==> src/rtl/frac_clk_pkg.sv <==
package frac_clk_pkg;
  localparam int unsigned BUS_DW = 32;
  localparam int unsigned BUS_AW = 2;

  typedef enum logic [BUS_AW-1:0] {
    REG_CTRL   = 2'd0,
    REG_COMMIT = 2'd1
  } reg_idx_e;
endpackage

==> src/rtl/frac_regs.sv <==
module frac_regs
  import frac_clk_pkg::*;
#(
  parameter int unsigned DATA_W    = BUS_DW,
  parameter int unsigned ADDR_W    = BUS_AW,
  parameter int unsigned FRAC_W    = 5,
  parameter int unsigned FIELD_LSB = 8,
  parameter int unsigned KICK_BIT  = 31
) (
  input  logic              clk_i,
  input  logic              rst_ni,
  input  logic              req_i,
  input  logic              we_i,
  input  logic [ADDR_W-1:0] addr_i,
  input  logic [DATA_W-1:0] wdata_i,
  input  logic              done_i,
  output logic [DATA_W-1:0] rdata_o,
  output logic [FRAC_W-1:0] field_o,
  output logic              busy_o
);
  localparam logic [DATA_W-1:0] FIELD_MASK =
    {{(DATA_W-FRAC_W){1'b0}}, {FRAC_W{1'b1}}} << FIELD_LSB;

  logic [DATA_W-1:0] ctrl_q;
  logic              busy_q;
  logic              wr_ctrl, wr_commit;

  assign wr_ctrl   = req_i && we_i && (addr_i == REG_CTRL);
  assign wr_commit = req_i && we_i && (addr_i == REG_COMMIT);

  always_ff @(posedge clk_i or negedge rst_ni) begin
    if (!rst_ni) begin
      ctrl_q <= '0;
    end else if (wr_ctrl) begin
      // field frozen while a commit is pending
      if (busy_q) ctrl_q <= (wdata_i & ~FIELD_MASK) | (ctrl_q & FIELD_MASK);
      else        ctrl_q <= wdata_i;
    end
  end

  always_ff @(posedge clk_i or negedge rst_ni) begin
    if (!rst_ni)                                       busy_q <= 1'b0;
    else if (done_i)                                   busy_q <= 1'b0;
    else if (wr_commit && wdata_i[KICK_BIT] && !busy_q) busy_q <= 1'b1;
  end

  always_comb begin
    rdata_o = '0;
    if (addr_i == REG_CTRL)        rdata_o = ctrl_q;
    else if (addr_i == REG_COMMIT) rdata_o[KICK_BIT] = busy_q;
  end

  assign field_o = ctrl_q[FIELD_LSB +: FRAC_W];
  assign busy_o  = busy_q;
endmodule

==> src/rtl/frac_commit.sv <==
module frac_commit #(
  parameter int unsigned FRAC_W = 5
) (
  input  logic              clk_i,
  input  logic              rst_ni,
  input  logic              busy_i,
  input  logic [FRAC_W-1:0] field_i,
  output logic [FRAC_W:0]   mult_o,
  output logic              done_o
);
  localparam logic [FRAC_W:0] FRAME_V = {1'b1, {FRAC_W{1'b0}}};

  logic [FRAC_W-1:0] frame_q;
  logic [FRAC_W:0]   mult_q;
  logic              frame_last;

  assign frame_last = (frame_q == {FRAC_W{1'b1}});
  assign done_o     = busy_i && frame_last;

  always_ff @(posedge clk_i or negedge rst_ni) begin
    if (!rst_ni) frame_q <= '0;
    else         frame_q <= frame_q + 1'b1;
  end

  // shadow loads only at frame end so no frame mixes two ratios
  always_ff @(posedge clk_i or negedge rst_ni) begin
    if (!rst_ni)     mult_q <= FRAME_V;
    else if (done_o) mult_q <= FRAME_V - {1'b0, field_i};
  end

  assign mult_o = mult_q;
endmodule

==> src/rtl/frac_accum.sv <==
module frac_accum #(
  parameter int unsigned FRAC_W = 5
) (
  input  logic            clk_i,
  input  logic            rst_ni,
  input  logic [FRAC_W:0] mult_i,
  output logic            en_o
);
  logic [FRAC_W-1:0] acc_q;
  logic [FRAC_W:0]   sum;
  logic              en_q;

  assign sum = {1'b0, acc_q} + mult_i;

  always_ff @(posedge clk_i or negedge rst_ni) begin
    if (!rst_ni) begin
      acc_q <= '0;
      en_q  <= 1'b0;
    end else begin
      acc_q <= sum[FRAC_W-1:0];
      en_q  <= sum[FRAC_W];
    end
  end

  assign en_o = en_q;
endmodule

==> src/rtl/frac_clk_en.sv <==
module frac_clk_en
  import frac_clk_pkg::*;
#(
  parameter int unsigned DATA_W    = BUS_DW,
  parameter int unsigned ADDR_W    = BUS_AW,
  parameter int unsigned FRAC_W    = 5,
  parameter int unsigned FIELD_LSB = 8,
  parameter int unsigned KICK_BIT  = 31
) (
  input  logic              clk_i,
  input  logic              rst_ni,
  input  logic              bus_req_i,
  input  logic              bus_we_i,
  input  logic [ADDR_W-1:0] bus_addr_i,
  input  logic [DATA_W-1:0] bus_wdata_i,
  output logic [DATA_W-1:0] bus_rdata_o,
  output logic              clk_en_o
);
  logic [FRAC_W-1:0] field;
  logic [FRAC_W:0]   mult;
  logic              busy;
  logic              done;

  frac_regs #(
    .DATA_W(DATA_W), .ADDR_W(ADDR_W), .FRAC_W(FRAC_W),
    .FIELD_LSB(FIELD_LSB), .KICK_BIT(KICK_BIT)
  ) u_regs (
    .clk_i(clk_i), .rst_ni(rst_ni),
    .req_i(bus_req_i), .we_i(bus_we_i), .addr_i(bus_addr_i),
    .wdata_i(bus_wdata_i), .done_i(done),
    .rdata_o(bus_rdata_o), .field_o(field), .busy_o(busy)
  );

  frac_commit #(.FRAC_W(FRAC_W)) u_commit (
    .clk_i(clk_i), .rst_ni(rst_ni),
    .busy_i(busy), .field_i(field),
    .mult_o(mult), .done_o(done)
  );

  frac_accum #(.FRAC_W(FRAC_W)) u_accum (
    .clk_i(clk_i), .rst_ni(rst_ni),
    .mult_i(mult), .en_o(clk_en_o)
  );
endmodule

==> config.mk <==
export PLATFORM = sky130hd
export DESIGN_NAME = frac_clk_en
export DESIGN_NICKNAME = d
export VERILOG_FILES = /design/src/rtl/frac_clk_pkg.sv /design/src/rtl/frac_regs.sv /design/src/rtl/frac_commit.sv /design/src/rtl/frac_accum.sv /design/src/rtl/frac_clk_en.sv
export SDC_FILE = /design/constraint.sdc
export NUM_CORES = 1
export LEC_CHECK = 0
export BUFFER_PORTS_ARGS = -buffer_cell sky130_fd_sc_hd__buf_2
export CAP_MARGIN = 40
export CELL_PAD_IN_SITES_DETAIL_PLACEMENT = 0
export CELL_PAD_IN_SITES_GLOBAL_PLACEMENT = 2
export CORE_ASPECT_RATIO = 0.75
export CORE_MARGIN = 3
export CORE_UTILIZATION = 31
export CTS_BUF_LIST = sky130_fd_sc_hd__clkbuf_2 sky130_fd_sc_hd__clkbuf_4 sky130_fd_sc_hd__clkbuf_8
export DETAILED_ROUTE_END_ITERATION = 6
export GPL_ROUTABILITY_DRIVEN = 0
export PLACE_DENSITY = 0.82
export RECOVER_POWER = 25
export SYNTH_ARGS = -nofsm -noshare
export SYNTH_HDL_FRONTEND = slang
export SYNTH_HIERARCHICAL = 1
export SYNTH_SLANG_ARGS = --single-unit
==> constraint.sdc <==
create_clock -name clk_i -period 1.6 [get_ports clk_i]
set_input_delay 0.24 -clock clk_i [delete_from_list [all_inputs] [get_ports clk_i]]
set_output_delay 0.24 -clock clk_i [all_outputs]
set_load 0.01 [all_outputs]
==> qor.yml, run 1 <==
cts_buffers: 5
status: "finished clean"
fp.dieArea_sq_um: 8702
power_frac_comb_pct: 31.8
finalCriticalPeriod_ps: 1501
grt-ovfl-total: 0
tritoncts: "yes"
hold_viol: 0
syn_area_sq_um: 2359
wl_met2_mm: 1.990
cp_cell_sequence: "ha_2 -> fa_2 -> a21o_2 -> a21oi_2 -> xnor2_1"
drtIter0Drc: 39
place_hpwl_mm: 3.567
cts_sinks: 50
worstSetupPathType: "register to register"
clockBufferDepth: 2
switching_share_pct: 30.76
fin_skew_ps: 5.620
clkPwrFrac_pct: 19.3
irDropWorstVdd_uv: 478.5
final_cell_area_sq_um: 2913
synth_flop_cell: "dfrtp_1"
syn_nets: 231
p_int_mw: 2.603
grt_antenna_before_repair: 0
rsz0062_at_grt: "no"
switching_power_mw: 1.156
endpoint_kind: "register"
hold_path_class: "input pin to register"
fmax_mhz: 666.1
dr.max_layer_used: "met4"
fin_crit_sh_pct: 93.84
synth-edff-count: 0
postCtsSetupBuffers: 0
grt_usage_pct: 11.54
cts_root_buf: "clkbuf_8"
rows: 26
drv_slew: 0
max_stage_delay_ps: 400
final_nets: 306
ctsHtreeMaxLevel: 2
required_ps: 1820
path_clk_slew_ps: 90
drtAntennaViolNets: 0
die_width_um: 106.7
power_frac_seq_pct: 48.9
worst_pin_slew_ps: 696.4
yosysWarnings: 6
ys_async_sr_fraction_pct: 100.0
setup_tns_ps: 0
synth_seq_cells: 50
fp.coreArea_sq_um: 7092
dpl-instance-area_sq_um: 2824
slew_headroom_pct: 53.57
grt_pass1_vias: 1543
grt_start_max_net_pins: 51
wl_met1_mm: 2.286
dr.pass1.iters: 4
wl_mm: 4.711
clk_latency_ps: 300
cp_max_fo: 2
drc: 0
min_from: "bus_wdata_i[25]"
vias: 1559
io_pins: 71
dr_wl_met3_um: 379
io_buffers: 70
dieHeight_um: 81.54
drv_cap: 0
start_util_pct: 33.26
slowest_stage: "dfrtp_1"
synthCells: 184
setup_viol: 0
r2r-start: "u_commit/mult_o[0]$_DFFE_PN0P_"
setup.worst_path.start: "u_commit/mult_o[0]$_DFFE_PN0P_"
wl_per_cell_um: 13.20
drive_gt1_share_pct: 49.81
grt_pass1_wl_mm: 7.762
power-per-cell-area_nw_per_um2: 1290
synth_cell_types: 36
syn_to_final_growth_pct: 23.50
viasPerCell: 4.367
arrival_ps: 1720
diodes: 0
syn-mean-instance-area_sq_um: 12.82
p_leak_nw: 1.460
critPathLaunchType: "register"
ys_seq_area_share_pct: 53.10
==> timing repair <==
action	CTS	global route
endpoints found under the setup margin	1	2
gates resized for setup	1	2
endpoints found under the hold margin	49	0
hold buffers	1	0
==> area by class of cell <==
type,count,area [sq um]
fillers,726,4179
flip-flops and latches,50,1252
multi-input cells,117,1007
repair buffers,80,427.9
well taps,98,122.6
clock buffers,7,83.83
inverters,5,18.77
==> sequential cells by signal (all words and copies together), names as in the netlist <==
| register | flops |
|---|---|
| u_commit/mult_o | 6 |
| u_regs/ctrl_q | 32 |
| u_accum/en_o | 1 |
| u_commit/frame_q | 5 |
| u_regs/busy_o | 1 |
| u_accum/acc_q | 5 |
==> final timing paths <==
path                                            endpoint  slack [ps]  depth (start not counted)
max                           u_accum/acc_q[4]$_DFF_PN0_         100                          5
min                        u_regs/ctrl_q[25]$_DFFE_PN0P_         170                          2
max reg2reg                   u_accum/acc_q[4]$_DFF_PN0_         100                          5
min reg2reg                u_commit/frame_q[0]$_DFF_PN0_         450                          1
max in group asynchronous  u_commit/frame_q[3]$_DFF_PN0_         520                          3
min in group asynchronous         u_accum/en_o$_DFF_PN0_         620                          3
==> cell usage after synthesis (all sizes together), types with 2 or more instances <==
cell type,n,share of area (%)
buf,9,3.2
xnor2,3,1.1
nor2,3,0.48
a21o,2,0.69
clkbuf,3,0.48
xor2,5,1.9
dfrtp,49,52
o21ai,6,1.3
nand2,6,0.95
ha,8,4.2
and2,31,8.2
nor3,2,0.64
mux2,33,16
a21oi,3,0.80
nor3b,3,1.2
inv,5,0.80
==> critical path, delay by kind of cell, from the launching register on <==
kind	cells	cell delay (ps)
flops	1	400
fa+ha+maj	2	560
compound gates	2	370
xor+xnor	1	120
==> cell families after synthesis <==
group | Yosys count | synth area share, %
buf+inv | 17 | 4.509
flops | 50 | 53.10
xor+xnor | 8 | 2.971
mux | 34 | 16.18
simple gates | 52 | 14.22
compound gates | 14 | 3.926
fa+ha+maj | 9 | 5.093
==> routing by layer <==
metal	vias up	global-route usage [%]
li1	766	-
met1	733	16.25
met2	54	17.15
met3	6	3.535
met4	0	3.448
met5	-	0
==> cells in the final DEF, fill, tap and decap left out, types with 5 or more instances in the layout <==
cell type | netlist | layout
mux2_2 | 33 | 33
inv_1 | 5 | 5
ha_1 | 8 | 7
and2_1 | 31 | 31
buf_4 | 5 | 8
xor2_1 | 5 | 5
buf_2 | 1 | 70
clkbuf_8 | 0 | 5
nand2_1 | 6 | 5
dfrtp_1 | 49 | 49
==> metrics by stage <==
step / utilization (%) / setup slack, ps / instances / hold WS, ps / power (mW)
2_1_floorplan: - / 64.78 / 184 / -55.59 / 2.755
3_3_place_gp: 39.82 / 51.67 / 349 / 251.2 / 3.041
3_5_place_dp: 39.82 / 15.83 / 349 / 254.8 / 3.069
4_1_cts: 41.18 / 49.29 / 357 / 156.2 / 3.838
5_1_grt: 41.07 / 7.779 / 357 / 155.8 / 4.067
6_report: 41.07 / 98.63 / 357 / 166.5 / 3.759
==> power groups by stage <==
stage | clock (mW) | sequential, mW | combinational (mW)
floorplan | 0 | 1.78 | 0.977
global placement | 0 | 1.86 | 1.18
detailed placement | 0 | 1.87 | 1.20
CTS | 0.774 | 1.84 | 1.22
global route | 0.816 | 1.89 | 1.37
finish | 0.724 | 1.84 | 1.20
Power figures use the tool's default switching activity.
==> inputs of run 2 (changes only) <==
--- a/config.mk
+++ b/config.mk
@@ -15,9 +15,11 @@
 export CTS_BUF_LIST = sky130_fd_sc_hd__clkbuf_2 sky130_fd_sc_hd__clkbuf_4 sky130_fd_sc_hd__clkbuf_8
 export DETAILED_ROUTE_END_ITERATION = 6
 export GPL_ROUTABILITY_DRIVEN = 0
+export GPL_TIMING_DRIVEN = 0
 export PLACE_DENSITY = 0.82
 export RECOVER_POWER = 25
 export SYNTH_ARGS = -nofsm -noshare
 export SYNTH_HDL_FRONTEND = slang
 export SYNTH_HIERARCHICAL = 1
 export SYNTH_SLANG_ARGS = --single-unit
+export TNS_END_PERCENT = 30
==> run 2 against run 1 <==
Compared with the run above: core utilization increased by 0.74 points; sequential share of layout area is 0.76 points lower; routed wire length shrank 1.1%; critical endpoint unchanged; largest power group unchanged.
==> qor.yml, run 2 (same netlist as run 1, synthesis figures left out) <==
status: "finished clean"
hold_viol: 0
reg2reg_depth: 5
fill_cells: 732
crit_end: "u_accum/acc_q[4]$_DFF_PN0_"
fp.coreArea_sq_um: 7092
r2r-end: "u_accum/acc_q[4]$_DFF_PN0_"
r2r-start: "u_commit/mult_o[0]$_DFFE_PN0P_"
viasPerCell: 4.340
fmax_mhz: 657.2
layout_common_cells: "68 x buf_2, 49 x dfrtp_1, 33 x mux2_2, 31 x and2_1, 7 x ha_1"
grt_start_max_net_pins: 35
grt_antenna_before_repair: 0
ctsHtreeMaxLevel: 2
cts_sinks: 50
globalRouteMet1Util_pct: 15.91
fin_crit_sh_pct: 95.10
worstSetupPathType: "register to register"
drc: 0
tritoncts: "yes"
grt_pass1_wl_mm: 7.941
p_total_mw: 3.844
wl_per_cell_um: 12.88
regArea_sq_um: 1252
top_register: "u_regs/ctrl_q"
fp.dieArea_sq_um: 8702
grt.met2_usage_pct: 17.84
final_nets: 310
wl_mm: 4.661
power-per-cell-area_nw_per_um2: 1296
drv_cap: 0
cts_buffers: 5
io_pins: 71
critPathLaunchType: "register"
fin_skew_ps: 8.657
setup_viol: 0
place_hpwl_mm: 3.624
start_util_pct: 33.26
required_ps: 1830
grt-ovfl-total: 0
irDropWorstVdd_uv: 456.5
cp_max_fo: 3
min_path_cells: 2
busiest_layer: "met2"
slew_headroom_pct: 34.75
cts_root_buf: "clkbuf_8"
arrival_ps: 1750
vias: 1571
clockBufferDepth: 2
min_from: "bus_wdata_i[26]"
largest_reg_flops: 32
clk_latency_ps: 300
drive_gt1_share_pct: 49.24
diodes: 0
layout_commonest_cell: "buf_2"
finalCriticalPeriod_ps: 1522
grt_util_met3_pct: 4.321
hold_path_class: "input pin to register"
dieHeight_um: 81.54
io_buffers: 70
drtAntennaViolNets: 0
hold-worst-slack_ps: 164.7
path_clk_slew_ps: 90
rsz0062_at_grt: "yes"
regToRegSetupSlack_ps: 80
setup.worst_path.start: "u_commit/mult_o[0]$_DFFE_PN0P_"
worst_pin_slew_ps: 978.8
drv_slew: 0
syn_to_final_growth_pct: 25.73
rows: 26
grt_usage_pct: 11.84
die_width_um: 106.7
grt_pass1_vias: 1593
p_leak_nw: 1.480
endpoint_kind: "register"
multi_input_area_sq_um: 1007
drtIter0Drc: 58
dr.pass1.iters: 4
[run 2: cell count changes in the layout (fill, tap and decap cells not counted), sizes merged]
cell and change:
clkbuf +5, buf -1, clkinv +1
[run 2: worst min path at each step]
| stage | slack [ps] | endpoint |
|---|---|---|
| 6_report | 160 | u_regs/ctrl_q[26]$_DFFE_PN0P_ |
| 5_1_grt | 150 | u_regs/ctrl_q[21]$_DFFE_PN0P_ |
| 4_1_cts | 150 | u_regs/ctrl_q[26]$_DFFE_PN0P_ |
| 3_3_place_gp | 440 | u_commit/frame_q[0]$_DFF_PN0_ |
| 2_1_floorplan | -60 | u_accum/acc_q[0]$_DFF_PN0_ |
| 3_5_place_dp | 200 | u_regs/ctrl_q[19]$_DFFE_PN0P_ |
[run 2: worst max-delay path, stage by stage (launching register included)]
cell,delay (ps)
dfrtp_1,410
ha_2,220
fa_2,350
a21o_2,230
a21oi_2,140
xnor2_1,120
[run 2: final cells by class]
cell class | count | area share (%)
sequential | 50 | 42.24
multi-input combinational | 117 | 33.97
timing repair buffer | 72 | 12.74
tap | 98 | 4.135
buffer | 12 | 3.080
clock buffer | 7 | 3.038
inverter | 5 | 0.6329
clock inverter | 1 | 0.1688
[run 2: repair_timing]
| item | 4_1_cts | 5_1_grt |
|---|---|---|
| hold endpoints to repair | 16 | 0 |
| gates resized for setup | 1 | 5 |
| hold buffers | 1 | 0 |
| pin swaps | 0 | 0 |
| endpoints found under the setup margin | 1 | 16 |
| setup buffers | 0 | 0 |
[run 2: where the power goes]
part           switching, mW  leakage [nW]  total [mW]  internal, mW
Combinational          0.575         0.828        1.27         0.696
Sequential             0.189         0.600        1.81          1.62
Clock                  0.400        0.0517       0.766         0.366
[run 2: metal layers]
| layer | routed length [um] | part of all wire, % | up-vias |
|---|---|---|---|
| li1 | - | - | 776 |
| met1 | 2229 | 48 | 737 |
| met2 | 1961 | 42 | 53 |
| met3 | 405 | 8.7 | 5 |
| met4 | 65 | 1.4 | 0 |
| met5 | 0 | 0 | - |
[run 2: stage by stage]
stage               setup slack, ps  TNS, ps  util (%)  area, sq um  instances
detailed placement           -12.40   -12.40     40.21         2851        353
floorplan                     64.78        0         -         2359        184
global route                -0.3542  -0.3542     41.81         2965        362
global placement             -16.36   -16.36     39.93         2831        352
CTS                          0.6013        0     41.73         2959        362
finish                        78.36        0     41.81         2965        362
==> inputs of run 3 (changes only) <==
--- a/config.mk
+++ b/config.mk
@@ -5,19 +5,21 @@
 export SDC_FILE = /design/constraint.sdc
 export NUM_CORES = 1
 export LEC_CHECK = 0
+export ABC_AREA = 1
 export BUFFER_PORTS_ARGS = -buffer_cell sky130_fd_sc_hd__buf_2
 export CAP_MARGIN = 40
 export CELL_PAD_IN_SITES_DETAIL_PLACEMENT = 0
 export CELL_PAD_IN_SITES_GLOBAL_PLACEMENT = 2
 export CORE_ASPECT_RATIO = 0.75
 export CORE_MARGIN = 3
-export CORE_UTILIZATION = 31
+export CORE_UTILIZATION = 33
 export CTS_BUF_LIST = sky130_fd_sc_hd__clkbuf_2 sky130_fd_sc_hd__clkbuf_4 sky130_fd_sc_hd__clkbuf_8
 export DETAILED_ROUTE_END_ITERATION = 6
 export GPL_ROUTABILITY_DRIVEN = 0
 export GPL_TIMING_DRIVEN = 0
-export PLACE_DENSITY = 0.82
+export PLACE_DENSITY = 0.91
 export RECOVER_POWER = 25
+export SLEW_MARGIN = 0
 export SYNTH_ARGS = -nofsm -noshare
 export SYNTH_HDL_FRONTEND = slang
 export SYNTH_HIERARCHICAL = 1
==> constraint.sdc (replaced) <==
create_clock -name clk_i -period 1.95 [get_ports clk_i]
set_input_delay 0.2925 -clock clk_i [delete_from_list [all_inputs] [get_ports clk_i]]
set_output_delay 0.2925 -clock clk_i [all_outputs]
set_load 0.01 [all_outputs]
==> run 3 against run 2 <==
Compared with the run above: synthesized area is 0.58% higher; critical path depth is 1 higher; synthesized cell count is 51% higher; sequential cell count stayed put; hold slack better by 32 ps; cell count is 26% higher; non-clock buffer count is 2 higher; first-iteration DRC count is 26% higher; setup slack better by 430 ps; critical endpoint is now bus_rdata_o[7].
==> qor.yml, run 3 <==
synth_top_family_by_area: "simple AND/OR/NAND/NOR gates"
drive_gt1_share_pct: 27.37
grt_start_max_net_pins: 32
irDropWorstVdd_uv: 356.3
slew_headroom_pct: 69.22
postCtsSetupBuffers: 0
power_frac_comb_pct: 18.1
synth_compound_gate_area_share_pct: 7.489
clk_latency_ps: 290
grt_pass1_vias: 2006
io_buffers: 70
start_util_pct: 34.40
fin_util_pct: 43.00
drtIter0Drc: 73
ys_async_sr_fraction_pct: 100.0
p_leak_nw: 1.681
p_total_mw: 2.357
cts_buffers: 5
syn-mean-instance-area_sq_um: 8.533
synth_common_cells: "64 x nand2_1, 49 x dfrtp_1, 43 x inv_1"
power_frac_seq_pct: 51.6
fp.coreArea_sq_um: 6897
place_hpwl_mm: 4.019
setup_tns_ps: 0
dr.pass1.iters: 4
switching_share_pct: 26.83
viasPerCell: 4.149
synth_top_area_cell: "dfrtp_1"
ctsHtreeMaxLevel: 2
syn_to_final_growth_pct: 25.00
clkPwrFrac_pct: 30.2
endpoint_kind: "output port"
grt_pass1_wl_mm: 8.983
drv_slew: 0
synth_seq_cells: 50
dieHeight_um: 79.43
fill_cells: 738
wl_per_cell_um: 11.29
synth-adder-area-share_pct: 5.063
die_width_um: 103.9
io_pins: 71
ys_seq_area_share_pct: 52.80
clockBufferDepth: 2
final_cells: 456
cts_root_buf: "clkbuf_8"
switching_power_mw: 0.6323
synth-simple-area-share_pct: 20.94
synth_flop_cell: "dfrtp_1"
rows: 26
wl_mm: 5.150
synth-edff-count: 0
yosysWarnings: 6
power-per-cell-area_nw_per_um2: 794.7
synth-xor-area-share_pct: 2.215
drc: 0
rsz0062_at_grt: "no"
vias: 1892
layout_commonest_cell: "buf_2"
syn_nets: 325
grt_antenna_before_repair: 0
status: "finished clean"
critPathLaunchType: "input pin"
hold_path_class: "input pin to register"
final_nets: 404
drv_cap: 0
placed_cells: 447
hold_viol: 0
fin_crit_sh_pct: 74.11
yosys-top-cells-area: "dfrtp_1 52%, nand2_1 10%, inv_1 6.8%"
grt-ovfl-total: 0
finalCriticalPeriod_ps: 1445
synth_mux_area_share_pct: 0
setup_viol: 0
tritoncts: "yes"
syn_area_sq_um: 2372
grt_usage_pct: 13.27
synth_cell_types: 25
p_int_mw: 1.724
worst_pin_slew_ps: 461.7
synth_top_area_share_pct: 51.69
synthCells: 278
largest_reg_flops: 32
diodes: 0
path_clk_slew_ps: 90
fmax_mhz: 692.0
fin_skew_ps: 4.584
required_ps: 1660
cp_max_fo: 10
fp.dieArea_sq_um: 8252
top_register: "u_regs/ctrl_q"
drtAntennaViolNets: 0
arrival_ps: 1150
synth.most_common_cell: "nand2_1"
cts_sinks: 50
layout_common_cells: "74 x buf_2, 65 x nand2_1, 49 x dfrtp_1, 44 x inv_1, 37 x nor2_1"
worstSetupPathType: "input pin to output port"
## run 3: cell count changes in the layout (fill, tap and decap cells not counted), sizes merged, moves of 13 or more
cell	delta
nand2	+61
inv	+41
nor2	+35
mux2	-33
and2	-31
o21ai	+24
nand3	+13
## run 3: worst max-delay path: stages
cell and delay [ps]:
clkbuf_1 120, inv_1 60, nand2_1 170, buf_2 290, nor2_1 80, buf_2 140
## run 3: final cells by class
class	count	area (sq um)	area share, %
multi-input cells	168	832.0	28.06
plain buffers	14	92.59	3.122
repair buffers	72	379.1	12.78
clock buffers	5	68.82	2.321
inverters	46	177.7	5.992
clock inverters	3	40.04	1.350
well taps	98	122.6	4.135
flip-flops and latches	50	1252	42.24
## run 3: worst paths after layout
| path | start | endpoint | slack (ps) | depth (start not counted) |
|---|---|---|---|---|
| min | bus_wdata_i[25] | u_regs/ctrl_q[25]$_DFFE_PN0P_ | 200 | 3 |
| min reg2reg | u_commit/frame_q[0]$_DFF_PN0_ | u_commit/frame_q[0]$_DFF_PN0_ | 460 | 1 |
| min in group asynchronous | rst_ni | u_accum/acc_q[3]$_DFF_PN0_ | 480 | 2 |
| max in group asynchronous | rst_ni | u_commit/mult_o[5]$_DFFE_PN1P_ | 880 | 3 |
| max reg2reg | u_commit/mult_o[0]$_DFFE_PN0P_ | u_accum/acc_q[4]$_DFF_PN0_ | 520 | 5 |
| max | bus_addr_i[1] | bus_rdata_o[7] | 500 | 6 |
## run 3: metrics by stage
stage / setup slack [ps] / hold WS, ps / instance area [sq um]
floorplan: 589.3 / -3.091 / 2372
global placement: 530.0 / 438.6 / 2845
detailed placement: 518.4 / 274.0 / 2865
CTS: 512.9 / 187.5 / 2984
global route: 382.7 / 194.0 / 2965
finish: 504.9 / 196.7 / 2965
## run 3: power groups by stage
| stage | clock network, mW | registers (mW) | logic [mW] |
|---|---|---|---|
| final | 0.713 | 1.22 | 0.427 |
| after floorplan | 0 | 1.23 | 0.275 |
| after global routing | 0.779 | 1.23 | 0.497 |
| after detailed placement | 0 | 1.24 | 0.436 |
| after CTS | 0.744 | 1.22 | 0.441 |
| after global placement | 0 | 1.24 | 0.426 |
## run 3: timing repair
item,in CTS,in global routing
hold endpoints to repair,19,0
gates resized for setup,0,0
hold buffers,1,0
## run 3: cells by family (layout without fill, tap and decap cells)
kind of cell    Yosys count  count (layout)
flops                    50              50
buf+inv                  60             140
xor+xnor                  6               6
compound gates           34              34
fa+ha+maj                 9               9
simple gates            119             119
## run 3: layer usage
| metal | part of all wire (%) | GRT usage (%) | up-vias |
|---|---|---|---|
| li1 | - | - | 992 |
| met1 | 52 | 18.31 | 846 |
| met2 | 43 | 21.34 | 50 |
| met3 | 4.4 | 2.425 | 4 |
| met4 | 1.3 | 4.250 | 0 |
| met5 | 0 | 0 | - |
